`config.mk`:
```
export PLATFORM = sky130hd
export DESIGN_NAME = mbx_bank
export DESIGN_NICKNAME = d
export VERILOG_FILES = /design/src/rtl/mbx_pkg.sv /design/src/rtl/mbx_decode.sv /design/src/rtl/mbx_store.sv /design/src/rtl/mbx_route.sv /design/src/rtl/mbx_bank.sv
export SDC_FILE = /design/constraint.sdc
export NUM_CORES = 1
export LEC_CHECK = 0
export CORE_ASPECT_RATIO = 1.4
export CORE_UTILIZATION = 55
export DETAILED_ROUTE_END_ITERATION = 7
export PLACE_DENSITY = 0.73
export SLEW_MARGIN = 30
export SYNTH_ARGS = -nofsm -noshare
export SYNTH_HDL_FRONTEND = slang
export SYNTH_HIERARCHICAL = 1
export SYNTH_SLANG_ARGS = --single-unit
```
`constraint.sdc`:
```
create_clock -name clk -period 49.4 [get_ports clk]
set_input_delay 9.88 -clock clk [delete_from_list [all_inputs] [get_ports clk]]
set_output_delay 9.88 -clock clk [all_outputs]
set_load 0.05 [all_outputs]
```
`src/rtl/mbx_pkg.sv`:
```
package mbx_pkg;

  // Which register window an access falls in.
  typedef enum logic [1:0] {
    WIN_NONE = 2'd0,
    WIN_SET  = 2'd1,
    WIN_CLR  = 2'd2,
    WIN_CTRL = 2'd3
  } win_e;

endpackage

```
`src/rtl/mbx_decode.sv`:
```
module mbx_decode #(
  parameter int ADDR_W    = 8,
  parameter int NMBX      = 16,
  parameter int NCORE     = 4,
  parameter int SET_BASE  = 'h80,
  parameter int CLR_BASE  = 'hC0,
  parameter int CTRL_BASE = 'h50,
  localparam int IDX_W    = $clog2(NMBX),
  localparam int CORE_W   = $clog2(NCORE)
) (
  input  logic [ADDR_W-1:0] addr,
  output mbx_pkg::win_e     win,
  output logic [IDX_W-1:0]  idx,
  output logic [CORE_W-1:0] core_sel
);
  import mbx_pkg::*;

  localparam int SET_END  = SET_BASE + 4 * NMBX;
  localparam int CLR_END  = CLR_BASE + 4 * NMBX;
  localparam int CTRL_END = CTRL_BASE + 4 * NCORE;

  logic [31:0] a32;

  always_comb begin
    a32      = 32'(addr);
    win      = WIN_NONE;
    idx      = '0;
    core_sel = '0;
    if (a32 >= 32'(CLR_BASE) && a32 < 32'(CLR_END)) begin
      win = WIN_CLR;
      idx = IDX_W'((a32 - 32'(CLR_BASE)) >> 2);
    end else if (a32 >= 32'(SET_BASE) && a32 < 32'(SET_END)) begin
      win = WIN_SET;
      idx = IDX_W'((a32 - 32'(SET_BASE)) >> 2);
    end else if (a32 >= 32'(CTRL_BASE) && a32 < 32'(CTRL_END)) begin
      win      = WIN_CTRL;
      core_sel = CORE_W'((a32 - 32'(CTRL_BASE)) >> 2);
    end
  end

endmodule

```
`src/rtl/mbx_store.sv`:
```
module mbx_store #(
  parameter int NMBX   = 16,
  parameter int DATA_W = 32,
  localparam int IDX_W = $clog2(NMBX)
) (
  input  logic                   clk,
  input  logic                   rst_n,
  input  logic                   set_en,
  input  logic                   clr_en,
  input  logic [IDX_W-1:0]       idx,
  input  logic [DATA_W-1:0]      wdata,
  output logic [NMBX*DATA_W-1:0] mbox_flat
);

  for (genvar i = 0; i < NMBX; i++) begin : g_mbox
    logic [DATA_W-1:0] mbox_q, mbox_d;
    logic              hit, mbox_en;

    always_comb begin
      hit     = (idx == IDX_W'(i));
      mbox_en = hit && (set_en || clr_en);
      mbox_d  = mbox_q;
      if (set_en)      mbox_d = mbox_q | wdata;
      else if (clr_en) mbox_d = mbox_q & ~wdata;
    end

    always_ff @(posedge clk or negedge rst_n) begin
      if (!rst_n)       mbox_q <= '0;
      else if (mbox_en) mbox_q <= mbox_d;
    end

    assign mbox_flat[i*DATA_W +: DATA_W] = mbox_q;
  end

endmodule

```
`src/rtl/mbx_route.sv`:
```
module mbx_route #(
  parameter int NCORE  = 4,
  parameter int MPC    = 4,
  localparam int NMBX   = NCORE * MPC,
  localparam int CTRL_W = 2 * MPC
) (
  input  logic [NMBX-1:0]         pending,
  input  logic [NCORE*CTRL_W-1:0] ctrl_flat,
  output logic [NMBX-1:0]         irq_src,
  output logic [NMBX-1:0]         fiq_src,
  output logic [NCORE-1:0]        core_irq,
  output logic [NCORE-1:0]        core_fiq
);

  for (genvar c = 0; c < NCORE; c++) begin : g_core
    logic [CTRL_W-1:0] ctl;
    logic [MPC-1:0]    pend, irq_en, fiq_en;

    always_comb begin
      ctl    = ctrl_flat[c*CTRL_W +: CTRL_W];
      pend   = pending[c*MPC +: MPC];
      irq_en = ctl[MPC-1:0];
      fiq_en = ctl[CTRL_W-1:MPC];
    end

    // Fast delivery wins over normal delivery.
    assign fiq_src[c*MPC +: MPC] = pend & fiq_en;
    assign irq_src[c*MPC +: MPC] = pend & irq_en & ~fiq_en;
    assign core_fiq[c]           = |(pend & fiq_en);
    assign core_irq[c]           = |(pend & irq_en & ~fiq_en);
  end

endmodule

```
`src/rtl/mbx_bank.sv`:
```
module mbx_bank #(
  parameter int ADDR_W       = 8,
  parameter int DATA_W       = 32,
  parameter int NUM_CORES    = 4,
  parameter int MBX_PER_CORE = 4,
  parameter int SET_BASE     = 'h80,
  parameter int CLR_BASE     = 'hC0,
  parameter int CTRL_BASE    = 'h50,
  localparam int NMBX   = NUM_CORES * MBX_PER_CORE,
  localparam int CTRL_W = 2 * MBX_PER_CORE,
  localparam int IDX_W  = $clog2(NMBX),
  localparam int CORE_W = $clog2(NUM_CORES)
) (
  input  logic                 clk,
  input  logic                 rst_n,
  input  logic                 wr_en,
  input  logic                 rd_en,
  input  logic [ADDR_W-1:0]    addr,
  input  logic [DATA_W-1:0]    wdata,
  output logic [DATA_W-1:0]    rdata,
  output logic [NMBX-1:0]      mbox_pending,
  output logic [NMBX-1:0]      irq_src,
  output logic [NMBX-1:0]      fiq_src,
  output logic [NUM_CORES-1:0] core_irq,
  output logic [NUM_CORES-1:0] core_fiq
);
  import mbx_pkg::*;

  // Reset: asserted asynchronously, released after two clock edges.
  logic [1:0] rst_sync_q;
  logic       rst_int_n;

  always_ff @(posedge clk or negedge rst_n) begin
    if (!rst_n) rst_sync_q <= 2'b00;
    else        rst_sync_q <= {rst_sync_q[0], 1'b1};
  end
  assign rst_int_n = rst_sync_q[1];

  // Address decode
  win_e              win;
  logic [IDX_W-1:0]  idx;
  logic [CORE_W-1:0] core_sel;

  mbx_decode #(
    .ADDR_W(ADDR_W), .NMBX(NMBX), .NCORE(NUM_CORES),
    .SET_BASE(SET_BASE), .CLR_BASE(CLR_BASE), .CTRL_BASE(CTRL_BASE)
  ) u_dec (
    .addr(addr), .win(win), .idx(idx), .core_sel(core_sel)
  );

  // Mailbox storage
  logic [NMBX*DATA_W-1:0] mbox_flat;
  logic                   set_en, clr_en;

  assign set_en = wr_en && (win == WIN_SET);
  assign clr_en = wr_en && (win == WIN_CLR);

  mbx_store #(.NMBX(NMBX), .DATA_W(DATA_W)) u_store (
    .clk(clk), .rst_n(rst_int_n), .set_en(set_en), .clr_en(clr_en),
    .idx(idx), .wdata(wdata), .mbox_flat(mbox_flat)
  );

  for (genvar i = 0; i < NMBX; i++) begin : g_pend
    assign mbox_pending[i] = |mbox_flat[i*DATA_W +: DATA_W];
  end

  // Per-core delivery control registers
  logic [NUM_CORES*CTRL_W-1:0] ctrl_flat;

  for (genvar c = 0; c < NUM_CORES; c++) begin : g_ctrl
    logic [CTRL_W-1:0] ctrl_q, ctrl_d;
    logic              ctrl_en;

    always_comb begin
      ctrl_en = wr_en && (win == WIN_CTRL) && (core_sel == CORE_W'(c));
      ctrl_d  = wdata[CTRL_W-1:0];
    end

    always_ff @(posedge clk or negedge rst_int_n) begin
      if (!rst_int_n)   ctrl_q <= '0;
      else if (ctrl_en) ctrl_q <= ctrl_d;
    end

    assign ctrl_flat[c*CTRL_W +: CTRL_W] = ctrl_q;
  end

  // Delivery routing
  mbx_route #(.NCORE(NUM_CORES), .MPC(MBX_PER_CORE)) u_route (
    .pending(mbox_pending), .ctrl_flat(ctrl_flat),
    .irq_src(irq_src), .fiq_src(fiq_src),
    .core_irq(core_irq), .core_fiq(core_fiq)
  );

  // Registered read port
  logic [DATA_W-1:0] rdata_q, rdata_d;

  always_comb begin
    unique case (win)
      WIN_CLR:  rdata_d = mbox_flat[idx*DATA_W +: DATA_W];
      WIN_CTRL: rdata_d = DATA_W'(ctrl_flat[core_sel*CTRL_W +: CTRL_W]);
      default:  rdata_d = '0;
    endcase
  end

  always_ff @(posedge clk or negedge rst_int_n) begin
    if (!rst_int_n)  rdata_q <= '0;
    else if (rd_en)  rdata_q <= rdata_d;
  end
  assign rdata = rdata_q;

endmodule

```
# After elaboration in Yosys (flattened, before gate mapping)
# Index checks and enable logic that the tools add are counted.
# totals
regBits,578
latch_bits,0
ramBits,0
mem_bits_ro,0
in_bits,44
output_inout_bits,88
mem_count,0
# classes
add_sub_neg,3
multipliers,0
n_div,0
magnitude_cmp,5
n_eq_ne,21
shift,2
mux,41
n_bitwise,49
n_reduce_logical,69
# ops
op,count
two-way mux 32 bit,32
bitwise AND 32 bit,16
bitwise OR 32 bit,16
OR reduction 32 bit,16
indexed part select 512 x 10 -> 32 bit,1
case mux 32 bit (2 select lines),1
bitwise AND 4 bit,12
== test 4 bit (second input constant),8
NOT 32 bit,1
AND reduction 2 bit,16
OR reduction 4 bit,8
indexed part select 32 x 6 -> 8 bit,1
logical AND 1 bit,25
== test 4 x 3 -> 1 bit (second input constant),4
greater-or-equal comparator 8 bit (second input constant),2
NOT 4 bit,4
two-way mux 2 bit,6
subtractor 6 x 1 -> 6 bit (second input constant),2
== test 2 bit (second input constant),4
== test 4 x 2 -> 1 bit (second input constant),2
greater-or-equal comparator 8 x 7 -> 1 bit (second input constant),1
less-than comparator 8 x 7 -> 1 bit (second input constant),1
less-than comparator 8 bit (second input constant),1
two-way mux 4 bit,2
7 further kinds,8

# Longest topological paths before layout
# logic_depth
word_depth,10
ltp_mapped,10
mapped_depth_nobuf,7

# Modules after synthesis
# Netlist, hierarchy kept.
# by_module_without_submodules
mod,instances,cells_each,area_each_um2
mbx_store,1,1885,23523.8
mbx_bank,1,700,7936.4
mbx_route,1,56,360.3
mbx_decode,1,11,80.1

# Worst setup path before layout
# No wires, ideal clock.
# synth_timing
path_kind,reg-to-output
start,register with a tool-made name
end,output port core_fiq[3]
t_arrival_ns,2.235
setup_slack_ns,37.285
stages_incl_launch_ff,6
cell_sequence,dfrtp_1 -> nor4_1 -> nand4_1 -> or2_2 -> and2_1 -> or4_4
# synth_rtl
element,line_no,text
"end, declared",mbx_bank.sv:25,output logic [NUM_CORES-1:0] core_fiq

==> metrics <==
clk buf depth 3; critical path, cell by cell clkdlybuf4s50_1 -> and4bb_1 -> a21o_1 -> nand2_1 -> nor2_4 -> buf_4 -> o21ba_4 -> buf_4 -> buf_4 -> nand4_1 -> mux2_1; global-route wire length before repair 151.5 mm; synth unique cells 51; Avg Cell Area, Syn 12.03 um^2; drt wl/cell 29.39 um; fin crit period 14.59 ns; core area 0.05739 mm^2; Seq/Total Area, Yosys 45.34%; endpoints failing hold 0; cts bufs inserted 55; worst hold path class flip-flop to flip-flop; multi-input logic area 0.01596 mm^2; Worst Tran Pin Value 1.091 ns; via-per-instance ratio 7.089; top-count cell post-synth dfrtp_1; Synth top cells by count dfrtp_1 (578), mux2_2 (501), nor3_1 (192); Max VDD drop 0.03583 mV; routability cong. 0.9279; most used cell, CP buf_4; Antenna Violating Nets Remaining 0; initial antenna violation count 3; # resized after CTS 0; # port buffers 129; crit path capture type flip-flop; DRT iter0 DRCs 2635; setup slack, reg-to-reg 46.65 ns; Worst-Skew Late Latency 0.64 ns; Hold Crit Start rst_sync_q[0]; Worst Skew 0.03014 ns; die footprint 0.05898 mm^2; die width 205.5 um; Worst Hold Path EP rst_sync_q[1]; ys async rst share 100.0%; RSZ-0062 raised after global routing no; WL final 98.72 mm; row count 104; Synthesized Nets 2696; Critical Path Source Type input pin; Yosys reg bits 578; Layout fillers 4417; HPWL after DPL 63.15 mm; layout overhead on the synthesized area 9.911%; arrival time worst endpoint 15.11 ns; synth warn 6; fraction of layout cells with a size suffix above 1 29.80%; Initial Util 55.59%; slowest cell on the critical path buf_4; grt total ovfl 0; Final setup viols 0; # IOs 132; Seq. cell area 0.01447 mm^2; Synth top area share 45.34%; top cells by area, synth dfrtp_1 (45%), mux2_2 (18%), mux4_2 (4.9%); PwrDens 33.66 mW/mm^2; worst hold path cell count 0; critical path type input pin to flip-flop; DR vias 23811; Root Driver clkbuf_16; crit path max fanout 83; Max-Cap Viols 0; Slew headroom 26.59%; Die Y-Extent 287.0 um; vias in the first global route 24371; H-tree Lvls 2; final instance area 0.03506 mm^2; CTS tree done; Worst EP required 49.92 ns; cell area after placement 0.03302 mm^2; R2R depth 3; largest net degree at the start of global routing 286; Synth Instances 2652; hold_ws 0.3521 ns; top_reg_cell synth dfrtp_1; final critical-path share of the clock period 29.54%; status complete, no violations; post-layout util 61.10%; setup TNS 0 ns; Final #Nets 2613; max frequency 68.54 MHz; worst reg2reg path startpoint rst_sync_q[1]; gr usage total 33.85%; Post-synth EDFFs 0; hold-fix buffers at CTS 0; number of setup buffers added after CTS 0; drt pass-1 iters 6; clk slew on worst S/H paths 0.07 ns; mapped cell area 0.03190 mm^2; leak pwr 15.34 nW; Crit path largest cell delay 0.94 ns; Yosys top cell by area dfrtp_1; clock sinks 578; DR DRC count 0; Final Max Slew Viols 0
[worst max-delay path by stage]
stage,cells after the start,endpoint,slack [ns],startpoint
6_report,11,flip-flop,34.81,addr[7]
5_1_grt,11,flip-flop,34.58,addr[7]
4_1_cts,11,flip-flop,35.01,addr[7]
3_5_place_dp,11,flip-flop,34.33,addr[7]
3_3_place_gp,11,flip-flop,34.51,addr[7]
2_1_floorplan,0,g_ctrl[0].ctrl_q[0],32.10,rst_sync_q[1]
[critical path, delay by kind of cell]
kind                   cells  cell delay [ns]
AO/OA/AOI/OAI              2             0.44
buffers and inverters      4             2.90
multiplexers               1             0.38
AND/OR/NAND/NOR            4             1.37
[cell type report]
type | count | area share (%)
Multi-Input combinational cell | 1748 | 45.53
Sequential cell | 578 | 41.26
Timing Repair Buffer | 163 | 4.850
Clock buffer | 70 | 4.289
Tap cell | 742 | 2.648
Clock inverter | 32 | 1.156
Inverter | 23 | 0.2462
Antenna cell | 3 | 0.02141
[stage by stage]
step | std cells | worst slack, ns | power (mW)
6_report | 3359 | 34.81 | 1.180
5_1_grt | 3358 | 34.58 | 1.209
4_1_cts | 3352 | 35.01 | 1.178
3_5_place_dp | 3250 | 34.33 | 0.7277
3_3_place_gp | 3250 | 34.51 | 0.7231
2_1_floorplan | 2652 | 32.10 | 0.6478
[cells by family after synthesis]
| kind of cell | after synthesis | synth area share, % |
|---|---|---|
| AND/OR/NAND/NOR | 889 | 17.18 |
| AO/OA/AOI/OAI | 114 | 2.640 |
| multiplexers | 744 | 29.86 |
| other | 1 | 0.01176 |
| buffers and inverters | 326 | 4.969 |
| flip-flops | 578 | 45.34 |
[routing by layer]
| metal | up-vias | wire length (um) | track usage (%) |
|---|---|---|---|
| met5 | - | 11 | 0 |
| li1 | 10056 | - | - |
| met2 | 1114 | 48050 | 54.42 |
| met3 | 305 | 6213 | 4.580 |
| met4 | 2 | 8245 | 24.81 |
| met1 | 12334 | 36200 | 41.77 |
[layout by cell type (no fill, tap or decap), types with 4 or more instances in the layout]
master	Yosys	routed
and2_4	4	8
a32oi_1	4	4
o211ai_1	4	4
and2_1	17	15
buf_4	26	22
a22oi_1	32	32
buf_16	0	4
mux2i_1	72	72
clkinv_2	0	19
clkbuf_8	0	5
nor3_1	192	192
o2111ai_1	4	4
o311ai_0	4	4
nand3b_1	85	85
or2_2	17	17
dfrtp_1	578	577
clkbuf_16	0	56
clkdlybuf4s50_1	0	129
nand4b_1	33	33
nor4_1	128	123
o21ai_0	28	28
a211oi_1	4	4
nor2_1	7	6
nand3_1	161	161
mux4_1	30	30
mux2_2	501	501
clkbuf_1	114	9
buf_12	0	5
nand2_1	25	25
a221oi_1	28	28
nand4_1	165	165
and4bb_2	32	32
nor4_2	0	5
or4_4	4	4
mux4_2	70	70
inv_1	23	23
mux2_1	71	71
bufinv_16	0	9
[power by group]
part / switching [mW] / internal [mW]
logic: 0.144 / 0.0709
clock network: 0.193 / 0.262
registers: 0.0185 / 0.492
Note: power is estimated with default switching activity, not from simulation.
